## src/rtl/authcopy_pkg.sv

```systemverilog
package authcopy_pkg;
   typedef enum logic [2:0] {
      ST_IDLE,
      ST_AUTH,
      ST_HASH,
      ST_MAC,
      ST_PROG
   } ctl_state_e;

   localparam logic [7:0] RES_OK     = 8'hAA;
   localparam logic [7:0] RES_BADMAC = 8'h00;
   localparam logic [7:0] RES_REJECT = 8'hFF;
endpackage

```

## src/rtl/acc_auth_match.sv

```systemverilog
// Sticky comparator for the echoed authorization bytes.
// Slot g of exp_flat is the value expected at index g.
module acc_auth_match #(
   parameter int BYTE_W  = 8,
   parameter int N_BYTES = 3,
   parameter int IDX_W   = 5
) (
   input  logic                      clk,
   input  logic                      rst_n,
   input  logic                      clr,
   input  logic                      valid,
   input  logic [IDX_W-1:0]          idx,
   input  logic [BYTE_W-1:0]         rx,
   input  logic [N_BYTES*BYTE_W-1:0] exp_flat,
   output logic                      err_now
);
   logic [N_BYTES-1:0] slot_miss;
   logic               err_q;

   for (genvar g = 0; g < N_BYTES; g++) begin : g_slot
      assign slot_miss[g] = (idx == IDX_W'(g)) &&
                            (rx != exp_flat[g*BYTE_W +: BYTE_W]);
   end

   assign err_now = err_q | (valid & (|slot_miss));

   always_ff @(posedge clk) begin
      if (!rst_n)     err_q <= 1'b0;
      else if (clr)   err_q <= 1'b0;
      else if (valid) err_q <= err_now;
   end
endmodule

```

## src/rtl/acc_mac_check.sv

```systemverilog
// MAC comparison with two variants.
//   SERIAL=1 keeps a running per-byte mismatch flag.
//   SERIAL=0 gathers every byte and does one wide compare.
// mismatch_now is meaningful on the cycle the last byte is valid.
module acc_mac_check #(
   parameter int BYTE_W   = 8,
   parameter int MAC_BITS = 160,
   parameter int IDX_W    = 5,
   parameter bit SERIAL   = 1'b1
) (
   input  logic                clk,
   input  logic                rst_n,
   input  logic                clr,
   input  logic                valid,
   input  logic [IDX_W-1:0]    idx,
   input  logic [BYTE_W-1:0]   rx,
   input  logic [MAC_BITS-1:0] local_mac,
   output logic                mismatch_now
);
   localparam int N_BYTES = MAC_BITS / BYTE_W;

   if (SERIAL) begin : g_serial
      logic [N_BYTES-1:0] slot_miss;
      logic               err_q;

      for (genvar g = 0; g < N_BYTES; g++) begin : g_slot
         assign slot_miss[g] = (idx == IDX_W'(g)) &&
                               (rx != local_mac[g*BYTE_W +: BYTE_W]);
      end

      assign mismatch_now = err_q | (valid & (|slot_miss));

      always_ff @(posedge clk) begin
         if (!rst_n)     err_q <= 1'b0;
         else if (clr)   err_q <= 1'b0;
         else if (valid) err_q <= mismatch_now;
      end
   end else begin : g_gather
      logic [MAC_BITS-1:0] buf_q;
      logic [MAC_BITS-1:0] merged;

      for (genvar g = 0; g < N_BYTES; g++) begin : g_slot
         assign merged[g*BYTE_W +: BYTE_W] =
            (valid && (idx == IDX_W'(g))) ? rx : buf_q[g*BYTE_W +: BYTE_W];
      end

      assign mismatch_now = (merged != local_mac);

      always_ff @(posedge clk) begin
         if (!rst_n)     buf_q <= '0;
         else if (clr)   buf_q <= '0;
         else if (valid) buf_q <= merged;
      end
   end
endmodule

```

## src/rtl/acc_interval.sv

```systemverilog
// Down-counter for a fixed interval.
// expire is high in the last cycle of a loaded interval.
module acc_interval #(
   parameter int CNT_W = 8
) (
   input  logic             clk,
   input  logic             rst_n,
   input  logic             abort,
   input  logic             load,
   input  logic [CNT_W-1:0] load_val,
   output logic             expire
);
   logic [CNT_W-1:0] cnt_q;

   assign expire = (cnt_q == CNT_W'(1));

   always_ff @(posedge clk) begin
      if (!rst_n)              cnt_q <= '0;
      else if (abort)          cnt_q <= '0;
      else if (load)           cnt_q <= load_val;
      else if (cnt_q != '0)    cnt_q <= cnt_q - CNT_W'(1);
   end
endmodule

```

## src/rtl/auth_copy_ctrl.sv

```systemverilog
module auth_copy_ctrl
   import authcopy_pkg::*;
#(
   parameter int BYTE_W     = 8,
   parameter int AUTH_BYTES = 3,
   parameter int MAC_BITS   = 160,
   parameter int T_CSHA     = 1500,
   parameter int T_PROG     = 5000,
   parameter bit MAC_SERIAL = 1'b1
) (
   input  logic                clk,
   input  logic                rst_n,
   input  logic                bus_reset,
   input  logic                cmd_start,
   input  logic                rx_valid,
   input  logic [BYTE_W-1:0]   rx_byte,
   input  logic [BYTE_W-1:0]   held_ta1,
   input  logic [BYTE_W-1:0]   held_ta2,
   input  logic [BYTE_W-1:0]   held_es,
   input  logic                wr_protect,
   input  logic [MAC_BITS-1:0] local_mac,
   output logic                busy,
   output logic                hash_start,
   output logic                copy_strobe,
   output logic [7:0]          result_byte
);
   localparam int MAC_BYTES = MAC_BITS / BYTE_W;
   localparam int IDX_W     = $clog2(MAC_BYTES + 1);
   localparam int T_MAX     = (T_CSHA > T_PROG) ? T_CSHA : T_PROG;
   localparam int CNT_W     = $clog2(T_MAX + 1);
   localparam logic [IDX_W-1:0] LAST_AUTH = IDX_W'(AUTH_BYTES - 1);
   localparam logic [IDX_W-1:0] LAST_MAC  = IDX_W'(MAC_BYTES - 1);

   if (BYTE_W < 1)                  begin : g_bad_bw  $error("BYTE_W must be positive"); end
   if (AUTH_BYTES != 3)             begin : g_bad_ab  $error("AUTH_BYTES must be 3"); end
   if ((MAC_BITS % BYTE_W) != 0)    begin : g_bad_mac $error("MAC_BITS must be a multiple of BYTE_W"); end
   if (MAC_BYTES < AUTH_BYTES)      begin : g_bad_mb  $error("MAC shorter than authorization pattern"); end
   if (T_CSHA < 1 || T_PROG < 1)    begin : g_bad_t   $error("intervals must be at least one cycle"); end

   ctl_state_e          st_q, st_d;
   logic [IDX_W-1:0]    idx_q, idx_d;
   logic [7:0]          res_q, res_d;
   logic                hs_q, hs_d;
   logic                auth_clr, mac_clr;
   logic                tmr_load, tmr_abort, tmr_expire;
   logic [CNT_W-1:0]    tmr_val;
   logic                auth_err_now, mac_err_now;
   logic                auth_valid, mac_valid;

   assign auth_valid = rx_valid && (st_q == ST_AUTH);
   assign mac_valid  = rx_valid && (st_q == ST_MAC);

   acc_auth_match #(
      .BYTE_W  (BYTE_W),
      .N_BYTES (AUTH_BYTES),
      .IDX_W   (IDX_W)
   ) u_auth (
      .clk      (clk),
      .rst_n    (rst_n),
      .clr      (auth_clr),
      .valid    (auth_valid),
      .idx      (idx_q),
      .rx       (rx_byte),
      .exp_flat ({held_es, held_ta2, held_ta1}),
      .err_now  (auth_err_now)
   );

   acc_mac_check #(
      .BYTE_W   (BYTE_W),
      .MAC_BITS (MAC_BITS),
      .IDX_W    (IDX_W),
      .SERIAL   (MAC_SERIAL)
   ) u_mac (
      .clk          (clk),
      .rst_n        (rst_n),
      .clr          (mac_clr),
      .valid        (mac_valid),
      .idx          (idx_q),
      .rx           (rx_byte),
      .local_mac    (local_mac),
      .mismatch_now (mac_err_now)
   );

   acc_interval #(
      .CNT_W (CNT_W)
   ) u_tmr (
      .clk      (clk),
      .rst_n    (rst_n),
      .abort    (tmr_abort),
      .load     (tmr_load),
      .load_val (tmr_val),
      .expire   (tmr_expire)
   );

   always_comb begin
      st_d      = st_q;
      idx_d     = idx_q;
      res_d     = res_q;
      hs_d      = 1'b0;
      auth_clr  = 1'b0;
      mac_clr   = 1'b0;
      tmr_load  = 1'b0;
      tmr_abort = 1'b0;
      tmr_val   = '0;
      if (bus_reset) begin
         st_d      = ST_IDLE;
         idx_d     = '0;
         tmr_abort = 1'b1;
      end else begin
         unique case (st_q)
            ST_IDLE: begin
               if (cmd_start) begin
                  st_d     = ST_AUTH;
                  idx_d    = '0;
                  res_d    = RES_REJECT;
                  auth_clr = 1'b1;
               end
            end
            ST_AUTH: begin
               if (rx_valid) begin
                  if (idx_q == LAST_AUTH) begin
                     idx_d = '0;
                     if (auth_err_now || wr_protect) begin
                        st_d = ST_IDLE;
                     end else begin
                        st_d     = ST_HASH;
                        hs_d     = 1'b1;
                        tmr_load = 1'b1;
                        tmr_val  = CNT_W'(T_CSHA);
                        mac_clr  = 1'b1;
                     end
                  end else begin
                     idx_d = idx_q + IDX_W'(1);
                  end
               end
            end
            ST_HASH: begin
               if (tmr_expire) st_d = ST_MAC;
            end
            ST_MAC: begin
               if (rx_valid) begin
                  if (idx_q == LAST_MAC) begin
                     idx_d = '0;
                     if (mac_err_now) begin
                        st_d  = ST_IDLE;
                        res_d = RES_BADMAC;
                     end else begin
                        st_d     = ST_PROG;
                        tmr_load = 1'b1;
                        tmr_val  = CNT_W'(T_PROG);
                     end
                  end else begin
                     idx_d = idx_q + IDX_W'(1);
                  end
               end
            end
            ST_PROG: begin
               if (tmr_expire) begin
                  st_d  = ST_IDLE;
                  res_d = RES_OK;
               end
            end
            default: st_d = ST_IDLE;
         endcase
      end
   end

   always_ff @(posedge clk) begin
      if (!rst_n) begin
         st_q  <= ST_IDLE;
         idx_q <= '0;
         res_q <= RES_REJECT;
         hs_q  <= 1'b0;
      end else begin
         st_q  <= st_d;
         idx_q <= idx_d;
         res_q <= res_d;
         hs_q  <= hs_d;
      end
   end

   assign busy        = (st_q != ST_IDLE);
   assign hash_start  = hs_q;
   assign copy_strobe = (st_q == ST_PROG);
   assign result_byte = res_q;
endmodule

```

## config.mk

```make
export PLATFORM = sky130hd
export DESIGN_NAME = auth_copy_ctrl
export DESIGN_NICKNAME = d
export VERILOG_FILES = /design/src/rtl/authcopy_pkg.sv /design/src/rtl/acc_auth_match.sv /design/src/rtl/acc_mac_check.sv /design/src/rtl/acc_interval.sv /design/src/rtl/auth_copy_ctrl.sv
export SDC_FILE = /design/constraint.sdc
export NUM_CORES = 1
export LEC_CHECK = 0
export BUFFER_PORTS_ARGS = -buffer_cell sky130_fd_sc_hd__buf_2
export CAP_MARGIN = 20
export CORE_AREA = 2 2 110 112
export DETAILED_ROUTE_END_ITERATION = 7
export DIE_AREA = 0 0 112 114
export RECOVER_POWER = 25
export SYNTH_ARGS = -nofsm -noshare
export SYNTH_HDL_FRONTEND = slang
export SYNTH_SLANG_ARGS = --single-unit
```

## constraint.sdc

```tcl
create_clock -name clk -period 2.9 [get_ports clk]
set_clock_uncertainty 0.2 [all_clocks]
set_input_delay 0.145 -clock clk [delete_from_list [all_inputs] [get_ports clk]]
set_output_delay 0.145 -clock clk [all_outputs]
set_load 0.01 [all_outputs]
```

### Yosys cells after proc, flatten, opt, wreduce, memory -nomap -nowiden

Index checks and enable logic that the tools add are counted.

* bits in registers: 32
* bits of input ports: 198
* output and inout bits: 11
* word-level logic and storage cells: 158

* add/sub/neg operators: 2
* eq/ne operators: 55
* multiplexer cells: 46
* bitwise operators: 6
* reduce and logical (&&, ||, !) cells: 42

Operators with widths (number)
* $ne 8x8->1: 23
* $mux 13: 6
* $eq 5x4->1 const B: 8
* $mux 8: 5
* $mux 11: 3
* $pmux 13 s2: 1
* $logic_and 1x1->1: 25
* $mux 5: 5
* $mux 3: 8
* $pmux 8 s3: 1
* $eq 5x3->1 const B: 4
* $eq 5x5->1 const B: 4
* $reduce_or 20->1: 1
* $pmux 3 s5: 1
* $pmux 5 s3: 1
* $reduce_and 7->1: 2
* $eq 13x1->1 const B: 1
* $mux 1: 13
* $reduce_bool 13->1: 1
* $sub 13x1->13 const B: 1
* $eq 5x2->1 const B: 2
* $ne 2x2->1 const B: 5
* $reduce_bool 3->1: 3
* $reduce_or 2->1: 4
* 17 further kinds: 23

### Depth between registers and ports, before layout

* depth after elaboration: 12
* depth in mapped cells: 10
* depth with buffers taken out: 9

### Cells and area by module

A second synthesis with hierarchy kept.

* cells, all modules: 501
* area total of the unflattened synthesis: 4096.4 sq um

Modules (own cells, without submodules)
* acc_mac_check: times used 1, cells an instance 265, area each 2104.5 sq um, seq. area each 20.0 sq um
* acc_interval: times used 1, cells an instance 97, area each 843.3 sq um, seq. area each 260.2 sq um
* auth_copy_ctrl: times used 1, cells an instance 95, area each 793.3 sq um, seq. area each 220.2 sq um
* acc_auth_match: times used 1, cells an instance 44, area each 355.3 sq um, seq. area each 20.0 sq um

### Worst setup path after synthesis

Ideal clock, no wire load.

* path type: flip-flop to flip-flop
* from: reg idx_q[0]
* to: reg idx_q[2]
* library setup time: 0.071 ns
* data arrival time: 1.945 ns
* data required time: 2.629 ns
* path slack: 0.684 ns
* cell stages (with the launch flop): 9
* cells stage by stage: dfxtp_1 > inv_1 > ha_1 > nor3b_1 > a31oi_1 > o31ai_1 > or2_2 > or3b_2 > a21oi_1

* word-level cells in the longest chain between the ends: 4
* elaborated cells on any way between the ends: 8
* those cells by class: add/sub (1); eq/ne (2); mux (5)

Ends and longest elaborated chain
* from (decl): RTL line auth_copy_ctrl.sv:41 `logic [IDX_W-1:0] idx_q, idx_d;`
* from (signal assigned): RTL line auth_copy_ctrl.sv:176 `idx_q <= idx_d;`
* $add 5x1->5, or another cell as far along: RTL line auth_copy_ctrl.sv:133, auth_copy_ctrl.sv:153
* $mux 5, on equally long branches: RTL line auth_copy_ctrl.sv:142, auth_copy_ctrl.sv:121
* $mux 5, on equally long branches: RTL line auth_copy_ctrl.sv:141, auth_copy_ctrl.sv:120
* $pmux 5 s3 *: RTL line auth_copy_ctrl.sv:110 `unique case (st_q)`

Mark *: on every way between the ends. The rest lies on a longest branch, timed or not. The select of a mux whose other input is x is not followed.
A chain may end at the register's enable or synchronous reset.

### Final worst setup path

* from: reg idx_q[0]
* to: reg st_q[2]

* word-level cells in the longest chain between the ends: 9
* elaborated cells on any way between the ends: 50
* those cells by class: eq/ne (21); mux (4); bitwise (2); reduce/logical (23)

Ends and longest elaborated chain
* $eq 5x1->1, or another cell as far along: RTL line acc_mac_check.sv:27 `assign slot_miss[g] = (idx == IDX_W'(g)) &&`
* $logic_and 1x1->1: RTL line acc_mac_check.sv:27
* $reduce_or 20->1: RTL line acc_mac_check.sv:31 `assign mismatch_now = err_q | (valid & (|slot_miss));`
* $and 1x1->1: RTL line acc_mac_check.sv:31
* $or 1x1->1: RTL line acc_mac_check.sv:31
* $mux 3: RTL line auth_copy_ctrl.sv:144 `if (mac_err_now) begin`
* $mux 3: RTL line auth_copy_ctrl.sv:142 `if (idx_q == LAST_MAC) begin`
* $mux 3: RTL line auth_copy_ctrl.sv:141 `if (rx_valid) begin`
* $pmux 3 s5: RTL line auth_copy_ctrl.sv:110
* to (signal assigned): RTL line auth_copy_ctrl.sv:175 `st_q <= st_d;`
* to (decl): RTL line auth_copy_ctrl.sv:40 `ctl_state_e st_q, st_d;`

Several ways; a longest one is shown, not always the timed one. The select of a mux whose other input is x is not followed.

==> impl_results.md <==
* Outcome: complete, no violations
* CTS tree: built
* Share of cells above drive strength 1 at between 30% and 40%
* Main flop type after synthesis: dfxtp_1
* HPWL after detailed placement at roughly 11000 um
* Leakage at around 2.1 nW
* Sequential area share after synthesis at about an eighth
* First-pass GRT wire length at ~21000 um
* Post-route insts no fill at about 820
* # nets final at approximately 880
* Die height at roughly 110 um
* Sink Count at 26
* Final instance area at 0.00516 sq mm
* Max clock buf depth at 2
* RSZ-0062 raised after global routing: false
* Yosys top cell area share at roughly 38%
* Antenna-violating nets left at 0
* # rows at 40
* Fillers at about 1200
* Core area at 0.0117 sq mm
* Via density at ~5.0
* Synthesis Warnings at 0
* Synth Register Bits at 26
* Clock transition at path regs at about 0.07 ns
* Setup crit end kind: register
* Int Power at 0.00132 W
* H-tree levels at 1
* Post-synth net total at 688
* Sequential group share of total power at between 20 and 25%
* M1 GR Usage at about a quarter
* Hold_buf cts at 0
* GRT busiest layer: met2
* Grt ovf at 0
* Total negative setup slack at 0 ns
* Remaining DRCs at 0
* Length in cells of the worst reg-to-reg path at 7
* Data arrival, critical path at between 2 and 3 ns
* Starting density of the core at between 30% and 40%
* Hold/Removal Path Class: in -> reg
* Setup Viol. Count Final at 0
* Vias in the first global route at between 4000 and 5000
* Drt pass-1 iters at 4
* PD cells at 413 mW/mm^2
* Worst Hold Depth at 3
* Max-slew headroom at between 40% and 50%
* Die X at between 100 and 150 um
* Worst setup SP type: register
* Global Route Usage Sum at 19.9%
* Cell Area, Synth at just under 0.004 sq mm
* Total die area at about 0.013 sq mm
* Mean Syn Cell Area at roughly 8 sq um
* NetSw at 0.000814 W
* Yosys cell types at 50
* Area after DPL at 0.00507 sq mm
* Resized cells post-CTS at 0
* Max rail drop VDD at roughly 0.00026 V
* Post-Synthesis Cells at approximately 480
* Port bufs at around 210
* WL/cell at 15.9 um
* Pin count of the biggest net entering global routing at 17
* Num CTS Buffers at 3
* Synth area leader: xnor2_1
* Skew-Pair Late Insertion Delay at between 0.2 and 0.3 ns
* CP Max Fanout at 6
* Worst hold margin at roughly 0.032 ns
* Number of synthesized flops with an enable pin at 0
* Crit path kind: reg -> reg
* Initial antenna violation count at 0
* Final Critical Period at between 2 and 3 ns
* Num ports at about 210
* Root buf cell: clkbuf_16
* Placed insts at 818
* Max Fclk at ~380 MHz
* Max Slew Vio Count at 0
* Layout area overhead at 30.0%
* Ratio of final minimum period to clock period at between 90 and 100%
* Met2 usage at about a third
* Ant diodes at 0
* Routed wire length at approximately 13000 um
* Area contributors post-synth: xnor2_1 38%, dfxtp_1 13%, nand4_1 7.4%
* First DRT Iteration DRCs at 164
* Worst Tran Pin Value at around 0.8 ns
* Vias at 4132
* Data required, critical path at roughly 2.9 ns
* GR Util met3 at under 10%
* Clock network power share at about a fifth
* FF/Latch Area at around 520 sq um
* Multi-input logic area at approximately 0.003 sq mm
* Max-Cap Viols at 0
* Hold Fails Final Rpt at 0
* Logic pwr share at between 50% and 60%
* Sw frac at about two fifths
* Post-CTS Setup Inserts at 0
* Asr flop ratio synth at 0%
* GPL Wtd Cong at between 0.8 and 0.9
## power groups by stage
stage,Combinational (W),Sequential [W],Clock [W]
2_1_floorplan,0.000932,0.000472,0
3_3_place_gp,0.00121,0.000480,0
3_5_place_dp,0.00123,0.000486,0
4_1_cts,0.00125,0.000478,0.000418
5_1_grt,0.00139,0.000489,0.000429
6_report,0.00125,0.000479,0.000407
## sequential cells by signal, summed over array words and instances, names as in the netlist
| name | flops |
|---|---|
| result_byte | 2 |
| st_q | 3 |
| u_mac.g_serial.err_q | 1 |
| u_auth.err_q | 1 |
| idx_q | 5 |
| u_tmr.cnt_q | 13 |
| hash_start | 1 |
## cell usage after synthesis (4+ instances only)
library cell and count:
buf_4 14, nand3b_1 4, ha_1 7, nor2b_1 10, nand3_1 13, nor3_1 10
inv_1 8, nand4_1 47, nor2_1 19, dfxtp_1 26, o211ai_1 7, xor2_1 21
nor3b_1 4, xnor2_1 172, o21ai_0 19, buf_2 4, and3_1 4, nor4_1 6
buf_6 17, o21a_1 5, a21oi_1 10, nand2_1 14, o2111ai_1 4
## area by class of cell
class	count	share of cell area [%]
Clock buffer	3	1.45
Clock inverter	1	0.582
Inverter	8	0.582
Multi-Input combinational cell	410	59.8
Sequential cell	26	10.1
Tap cell	147	3.56
Timing Repair Buffer	227	23.9
## worst max-delay path: stages (launching register included)
cell	delay, ns
dfxtp_1	0.37
inv_1	0.11
ha_1	0.20
nor3b_1	0.18
a31oi_1	0.06
o31ai_1	0.69
nand3b_1	0.35
o41ai_2	0.37
## through the flow
stage	power [W]	utilization, %	setup WS, ns
2_1_floorplan	0.00140	-	0.684
3_3_place_gp	0.00169	43.3	0.323
3_5_place_dp	0.00172	43.3	0.296
4_1_cts	0.00214	44.2	0.309
5_1_grt	0.00230	44.1	0.107
6_report	0.00213	44.1	0.274
## layout by cell type (no fill, tap or decap), types with 2 or more instances in the layout
master	Yosys	layout
a31oi_1	3	3
a311o_1	2	2
o2111ai_1	4	4
nand3_1	13	13
nor4_1	6	6
nor2b_1	10	10
buf_4	14	14
and3_1	4	4
a2111oi_4	2	2
nor3_1	10	10
dfxtp_1	26	26
clkbuf_1	3	9
clkbuf_16	0	3
buf_12	0	5
nand3b_1	4	4
nand4_1	47	47
xnor2_1	172	172
ha_1	7	7
nand2b_1	3	3
nor3b_1	4	4
or3_1	3	3
xor2_1	21	21
inv_1	8	8
o211ai_1	7	7
buf_2	4	199
o31ai_1	2	2
a21oi_1	10	10
nand2_1	14	14
o21ai_0	19	19
nor2_1	19	19
o21a_1	5	5
## final timing paths
check / startpoint / end / slack, ns
hold reg to reg: u_auth.err_q / u_auth.err_q / 0.28
setup reg to reg: idx_q[0] / st_q[2] / 0.27
setup / recovery: idx_q[0] / st_q[2] / 0.27
hold / removal: rst_n / u_auth.err_q / 0.03
## routing by layer
metal  part of all wire, %  vias to the layer above  routed length (um)
met5                     0                        -                   0
met4                   1.3                        0                 165
met3                   6.9                       16                 900
met2                    48                      173                6290
met1                    44                     1890                5740
li1                      -                     2053                   -
## kinds of logic (layout without fill, tap and decap cells)
group                      after synthesis  count (layout)  synth area share [%]
and+or+nand+nor                        146             146                  21.0
buffers and inverters                   47             239                  9.11
muxes                                    1               1                 0.252
adders and majority gates                7               7                  2.21
xor gates and xnor gates               194             194                  43.0
AOI/OAI and AO/OA                       62              62                  11.4
DFF                                     26              26                  13.1
(Power assumes the default switching activity.)
